--- config.mk ---
export PLATFORM = sky130hd
export DESIGN_NAME = hrcic_top
export DESIGN_NICKNAME = d
export VERILOG_FILES = /design/src/rtl/hrcic_pkg.sv /design/src/rtl/hrcic_stage.sv /design/src/rtl/hrcic_decim.sv /design/src/rtl/hrcic_top.sv
export SDC_FILE = /design/constraint.sdc
export NUM_CORES = 2
export LEC_CHECK = 0
export ABC_AREA = 1
export CAP_MARGIN = 20
export CELL_PAD_IN_SITES_DETAIL_PLACEMENT = 0
export CELL_PAD_IN_SITES_GLOBAL_PLACEMENT = 1
export CORE_MARGIN = 10
export CORE_UTILIZATION = 45
export CTS_BUF_LIST = sky130_fd_sc_hd__clkbuf_4 sky130_fd_sc_hd__clkbuf_8
export CTS_CLUSTER_DIAMETER = 120
export DETAILED_ROUTE_END_ITERATION = 8
export DONT_BUFFER_PORTS = 1
export PLACE_DENSITY = 0.78
export SYNTH_ARGS = -nofsm -noshare
export SYNTH_HDL_FRONTEND = slang
export SYNTH_SLANG_ARGS = --single-unit
--- constraint.sdc ---
create_clock -name clk -period 32.1 [get_ports clk]
set_input_delay 8.025 -clock clk [delete_from_list [all_inputs] [get_ports clk]]
set_output_delay 8.025 -clock clk [all_outputs]
set_load 0.02 [all_outputs]
--- src/rtl/hrcic_pkg.sv ---
package hrcic_pkg;

   // Width needed to hold the full cascade gain without overflow.
   function automatic int grown_width(input int in_w, input int nstage, input int nmax);
      return in_w + nstage * $clog2(nmax);
   endfunction

endpackage

--- src/rtl/hrcic_stage.sv ---
module hrcic_stage #(
   parameter int W    = 28,
   parameter int NMAX = 16,
   parameter int NW   = 5
) (
   input  logic          clk,
   input  logic          rst,
   input  logic          clr,
   input  logic [NW-1:0] n_cur,
   input  logic          in_valid,
   input  logic [W-1:0]  in_data,
   output logic          out_valid,
   output logic [W-1:0]  out_data
);
   localparam int IW = (NMAX > 2) ? $clog2(NMAX) : 1;

   logic [W-1:0]  dly [NMAX];
   logic [W-1:0]  acc;
   logic [IW-1:0] tap_idx;

   // sample that entered N accepted inputs ago
   assign tap_idx = IW'(n_cur - NW'(1));

   always_ff @(posedge clk) begin
      if (rst || clr) begin
         acc       <= '0;
         out_valid <= 1'b0;
         for (int i = 0; i < NMAX; i++) dly[i] <= '0;
      end else begin
         out_valid <= in_valid;
         if (in_valid) begin
            acc    <= acc + in_data - dly[tap_idx];
            dly[0] <= in_data;
            for (int i = 1; i < NMAX; i++) dly[i] <= dly[i-1];
         end
      end
   end

   assign out_data = acc;


   idle_hold_chk: assert property (@(posedge clk) disable iff (rst)
      (!in_valid && !clr) |=> $stable(acc));

endmodule

--- src/rtl/hrcic_decim.sv ---
module hrcic_decim #(
   parameter int W      = 28,
   parameter int NMAX   = 16,
   parameter int NSTAGE = 4
) (
   input  logic                            clk,
   input  logic                            rst,
   input  logic                            clr,
   input  logic [$clog2(NMAX/2+1)-1:0]     half_n,
   input  logic [$clog2(NSTAGE*NMAX+1)-1:0] warm_len,
   input  logic                            in_valid,
   input  logic [W-1:0]                    in_data,
   output logic                            out_valid,
   output logic [W-1:0]                    out_data
);
   localparam int CW = $clog2(NMAX/2+1);
   localparam int WW = $clog2(NSTAGE*NMAX+1);

   logic          warm_done;
   logic [WW-1:0] warm_cnt;
   logic [CW-1:0] phase;
   logic          emit;

   assign emit = in_valid &&
                 (warm_done ? (phase == '0) : (warm_cnt == warm_len - WW'(1)));

   always_ff @(posedge clk) begin
      if (rst) begin
         out_data <= '0;
      end else if (emit && !clr) begin
         out_data <= in_data;
      end
   end

   always_ff @(posedge clk) begin
      if (rst || clr) begin
         out_valid <= 1'b0;
         warm_done <= 1'b0;
         warm_cnt  <= '0;
         phase     <= '0;
      end else begin
         out_valid <= emit;
         if (emit) begin
            warm_done <= 1'b1;
            phase     <= half_n - CW'(1);
         end else if (in_valid) begin
            if (warm_done) phase    <= phase - CW'(1);
            else           warm_cnt <= warm_cnt + WW'(1);
         end
      end
   end

   // Checker: stage outputs seen since the previous emitted result.
   logic [CW-1:0] gap_cnt;
   always_ff @(posedge clk) begin
      if (rst || clr)             gap_cnt <= '0;
      else if (emit)              gap_cnt <= '0;
      else if (in_valid && warm_done) gap_cnt <= gap_cnt + CW'(1);
   end


   decim_spacing_chk: assert property (@(posedge clk) disable iff (rst || clr)
      (emit && warm_done) |-> (gap_cnt == half_n - CW'(1)));


   out_pulse_chk: assert property (@(posedge clk) disable iff (rst)
      out_valid |-> $past(in_valid));


   out_hold_chk: assert property (@(posedge clk) disable iff (rst)
      !out_valid |-> $stable(out_data));

endmodule

--- src/rtl/hrcic_top.sv ---
module hrcic_top
   import hrcic_pkg::*;
#(
   parameter  int IN_W   = 12,
   parameter  int NMAX   = 16,
   parameter  int NSTAGE = 4,
   localparam int NW     = $clog2(NMAX+1),
   localparam int OUT_W  = grown_width(IN_W, NSTAGE, NMAX)
) (
   input  logic             clk,
   input  logic             rst,
   input  logic             cfg_we,
   input  logic [NW-1:0]    cfg_n,
   input  logic             in_valid,
   input  logic [IN_W-1:0]  in_data,
   output logic             out_valid,
   output logic [OUT_W-1:0] out_data
);
   localparam int CW = $clog2(NMAX/2+1);
   localparam int WW = $clog2(NSTAGE*NMAX+1);

   if (NMAX < 2 || (NMAX % 2) != 0) begin : g_bad_nmax
      $error("NMAX must be even and at least 2");
   end
   if (NSTAGE < 1) begin : g_bad_nstage
      $error("NSTAGE must be at least 1");
   end
   if (IN_W < 2) begin : g_bad_inw
      $error("IN_W must be at least 2");
   end

   logic [NW-1:0] n_q;
   logic [CW-1:0] half_n;
   logic [WW-1:0] warm_len;

   always_ff @(posedge clk) begin
      if (rst)         n_q <= NW'(NMAX);
      else if (cfg_we) n_q <= cfg_n;
   end

   assign half_n   = CW'(n_q >> 1);
   assign warm_len = WW'(n_q) * WW'(NSTAGE);

   logic [OUT_W-1:0] sd [NSTAGE+1];
   logic             sv [NSTAGE+1];

   assign sd[0] = {{(OUT_W-IN_W){in_data[IN_W-1]}}, in_data};
   assign sv[0] = in_valid && !cfg_we;

   for (genvar g = 0; g < NSTAGE; g++) begin : g_stage
      hrcic_stage #(.W(OUT_W), .NMAX(NMAX), .NW(NW)) u_stage (
         .clk      (clk),
         .rst      (rst),
         .clr      (cfg_we),
         .n_cur    (n_q),
         .in_valid (sv[g]),
         .in_data  (sd[g]),
         .out_valid(sv[g+1]),
         .out_data (sd[g+1])
      );
   end

   hrcic_decim #(.W(OUT_W), .NMAX(NMAX), .NSTAGE(NSTAGE)) u_decim (
      .clk      (clk),
      .rst      (rst),
      .clr      (cfg_we),
      .half_n   (half_n),
      .warm_len (warm_len),
      .in_valid (sv[NSTAGE]),
      .in_data  (sd[NSTAGE]),
      .out_valid(out_valid),
      .out_data (out_data)
   );


   cfg_legal_chk: assert property (@(posedge clk) disable iff (rst)
      cfg_we |-> (cfg_n[0] == 1'b0 && cfg_n >= NW'(2) && cfg_n <= NW'(NMAX)));


   clr_quiet_chk: assert property (@(posedge clk) disable iff (rst)
      cfg_we |=> !out_valid);

endmodule

==> key figures <==
Run
  • Max_cap viols: 0

CTS
  • Cts hold-fix bufs: 0
  • H-tree depth: 5
  • TritonCTS buffer count: 312
  • # Post-CTS Setup Buffers: 0
  • CTS resizes: 0
  • Root Buffer Master: clkbuf_8
  • CTS sink cnt: 1698
  • CTS tree: done
  • Reg clk slew, reported paths: 0.06 ns
  • Max Buffers Root-to-Sink: 4
  • Worst skew pair latency: 1.06 ns

Global routing
  • Vias in the first global route: 57442
  • Largest net degree at the start of global routing: 215
  • First-pass GRT wire length: 322000 um
  • GRT Total Usage: 19.54%
  • Initial antenna violation count: 10
  • GRT overflow: 0

Critical path
  • Critical path fanouts, max: 188
  • Critical R2R Capture: g_stage[1].u_stage.out_data[26]$_SDFFE_PP0P_
  • Crit path top cell by count: inv_8
  • CP peak stage delay: 0.94 ns
  • Worst EP required: 32.68 ns
  • Critical Path, Cell by Cell: nor2_2 -> inv_8 -> nor2_1 -> inv_8 -> buf_12 -> buf_4
  • R2r startpoint: n_q[0]$_SDFFE_PP0P_
  • R2R cell count: 22
  • Slowest cell on crit path: buf_4
  • R2R setup slack: 24.98 ns
  • CP Class: in -> reg
  • Crit path capture type: flip-flop
  • Crit path DAT: 11.78 ns
  • Startpoint Class: input pin

Drt
  • DRT iter0 DRCs: 5347
  • DR vias: 60077
  • Initial DRT Pass Iterations: 5
  • Drt via density: 5.146
  • Drt total wl: 205200 um
  • Post-route ant nets: 0
  • Routed len/inst: 17.58 um
  • Final routed DRC violation total: 0

Min path
  • Min-Delay Path Depth: 2
  • HP Class: reg -> reg
  • Hold Crit Start: u_decim.warm_cnt[1]$_SDFFE_PP0P_
  • End of the worst hold path: u_decim.warm_cnt[1]$_SDFFE_PP0P_

Placement
  • Detailed placement HPWL: 123000 um
  • Gpl congestion: 0.8780
  • Port Buffers: 0
  • Dpl cells: 11131

Logic synthesis
  • Syn Std Cell Area: 84850 um2
  • Mapped Avg Cell Area: 9.337 um2
  • Most common cell in the netlist: inv_1
  • Synth cell types: 49
  • Synthesized Nets: 9332
  • Synth cell count leaders: inv_1, nor2_1, edfxtp_1
  • Top_reg_cell synth: edfxtp_1
  • Post-synth EDFFs: 1536
  • FFs w/ async S/R, synth: 0%
  • Synth top area cells: edfxtp_1, inv_1, nor2_1, o21ai_0, dfxtp_1
  • #FFs+latches synth: 1698
  • Synth warnings: 0
  • Post-synth top area share: 54.36%
  • Area leader, netlist: edfxtp_1
  • Seq/Total Area, Yosys: 58.18%
  • Cells after synthesis: 9087

STA
  • Period utilization: 34.88%
  • Actual slew at the worst max-slew pin: 1.156 ns
  • Setup TNS: 0 ns
  • Fmax: 89.32 MHz
  • WHS: 0.4777 ns
  • Setup violators final: 0
  • Slew headroom: 22.91%
  • Final critical-path required period: 11.20 ns
  • Final Hold Viols: 0
  • Max Slew Vio Count: 0
  • RSZ-0062 raised after global routing: no
  • Skew final: 0.1039 ns

Outcome
  • Status: completed

Power
  • Clock power frac: 35.7%
  • Lkg Pwr: 35.30 nW
  • Part of the power in combinational logic: 18.9%
  • Power density over the cells: 61.25 nW/um2
  • Internal power: 3.962 mW
  • Register share of total power: 45.5%
  • Switching portion of total power: 30.12%
  • Pwr Total: 5.670 mW
  • IR drop worst, VDD: 0.05000 mV
  • P_sw: 1.708 mW

Die
  • Die Height: 454.2 um
  • Die ar.: 206300 um2
  • Core area: 187600 um2
  • Site Rows: 159
  • Die X: 454.2 um
  • Starting Density: 45.23%
  • I/O pin cnt: 50

Final layout
  • Final #Nets: 9197
  • Area growth from synthesis to layout: 9.110%
  • Layout cells sized above 1: 6.989%
  • Non-Filler Instances: 11674
-- metal layers --
layer	share of wire (%)	global-route usage [%]	vias up	wire [um]
met2	44	29.31	1601	89620
li1	-	-	29533	-
met1	46	27.89	28586	95010
met5	0.013	0	-	27
met4	3.0	6.764	4	6158
met3	7.0	4.379	353	14420
-- cells in the final DEF, fill, tap and decap left out, drive strengths merged, types with 2 or more instances in the layout --
cell type	n
xor2	29
nor4	2
dfxtp	162
a21oi	607
clkinv	81
a211oi	2
nor2	1691
buf	65
a21o	9
o21a	3
o211ai	378
clkbuf	438
a221oi	2
o21bai	17
or2	10
o21ai	773
and3	3
ha	116
o22ai	47
bufinv	6
a21boi	8
a31oi	8
diode	7
xnor2	27
fa	108
edfxtp	1536
nand2	735
nor3	17
nand4	20
clkinvlp	9
inv	1796
nand3	463
-- worst max-delay path by stage --
stage / startpoint / end / slack (ns) / cells past startpoint
global placement: rst / g_stage[3].u_stage.dly[3][16]$_SDFFCE_PN0P_ / 20.10 / 6
finish: cfg_we / g_stage[3].u_stage.dly[4][20]$_SDFFCE_PN0P_ / 20.90 / 6
floorplan: cfg_we / g_stage[1].u_stage.dly[0][0]$_SDFFCE_PN0P_ / 10.23 / 6
detailed placement: rst / g_stage[3].u_stage.dly[1][17]$_SDFFCE_PN0P_ / 19.98 / 6
global route: cfg_we / g_stage[3].u_stage.dly[4][20]$_SDFFCE_PN0P_ / 20.72 / 6
CTS: rst / g_stage[3].u_stage.dly[15][21]$_SDFFCE_PP0P_ / 21.08 / 6
-- flip-flops by register name, summed over array words and instances, names as in the netlist --
signal	flops
u_decim.out_valid	1
u_decim.warm_done	1
u_decim.warm_cnt	7
g_stage.u_stage.dly	1536
g_stage.u_stage.out_valid	4
u_decim.phase	4
u_decim.out_data	28
n_q	5
g_stage.u_stage.out_data	112
-- final cells by class --
class / count / area, um2
sequential: 1698 / 49370
antenna: 7 / 17.52
inverter: 1796 / 6807
fill: 17541 / 95020
multi-input combinational: 5079 / 26660
clock inverter: 96 / 586.8
tap: 2495 / 3122
clock buffer: 438 / 5378
timing repair buffer: 65 / 640.6
-- critical path: cells and delay by family --
family / cells / cell delay (ns)
AND/OR/NAND/NOR: 2 / 0.45
buffers and inverters: 4 / 2.81
-- through the flow --
step                      utilization (%)  worst slack, ns  cell area (um2)
final                               49.35            20.90            92580
after global routing                49.34            20.72            92570
after CTS                           49.31            21.08            92510
after detailed placement            46.13            19.98            86540
after global placement              46.13            20.10            86540
after floorplan                         -            10.23            84850
-- power groups by stage --
stage | sequential, mW | combinational [mW] | clock (mW)
floorplan | 2.65 | 0.747 | 0
global placement | 2.62 | 1.05 | 0
detailed placement | 2.62 | 1.06 | 0
CTS | 2.58 | 1.07 | 2.07
global route | 2.59 | 1.20 | 2.17
finish | 2.58 | 1.07 | 2.02
-- cell families (layout without fill, tap and decap cells) --
| group | Yosys count | count (layout) | synth area share (%) |
|---|---|---|---|
| other | 0 | 7 | 0 |
| and+or+nand+nor | 2943 | 2943 | 14.13 |
| DFF | 1698 | 1698 | 58.18 |
| adders and majority gates | 224 | 224 | 4.259 |
| xor gates and xnor gates | 56 | 56 | 0.5781 |
| buffers and inverters | 2310 | 2395 | 10.47 |
| AOI/OAI and AO/OA | 1856 | 1856 | 12.38 |
No activity file was read; power rests on OpenSTA's default activity.
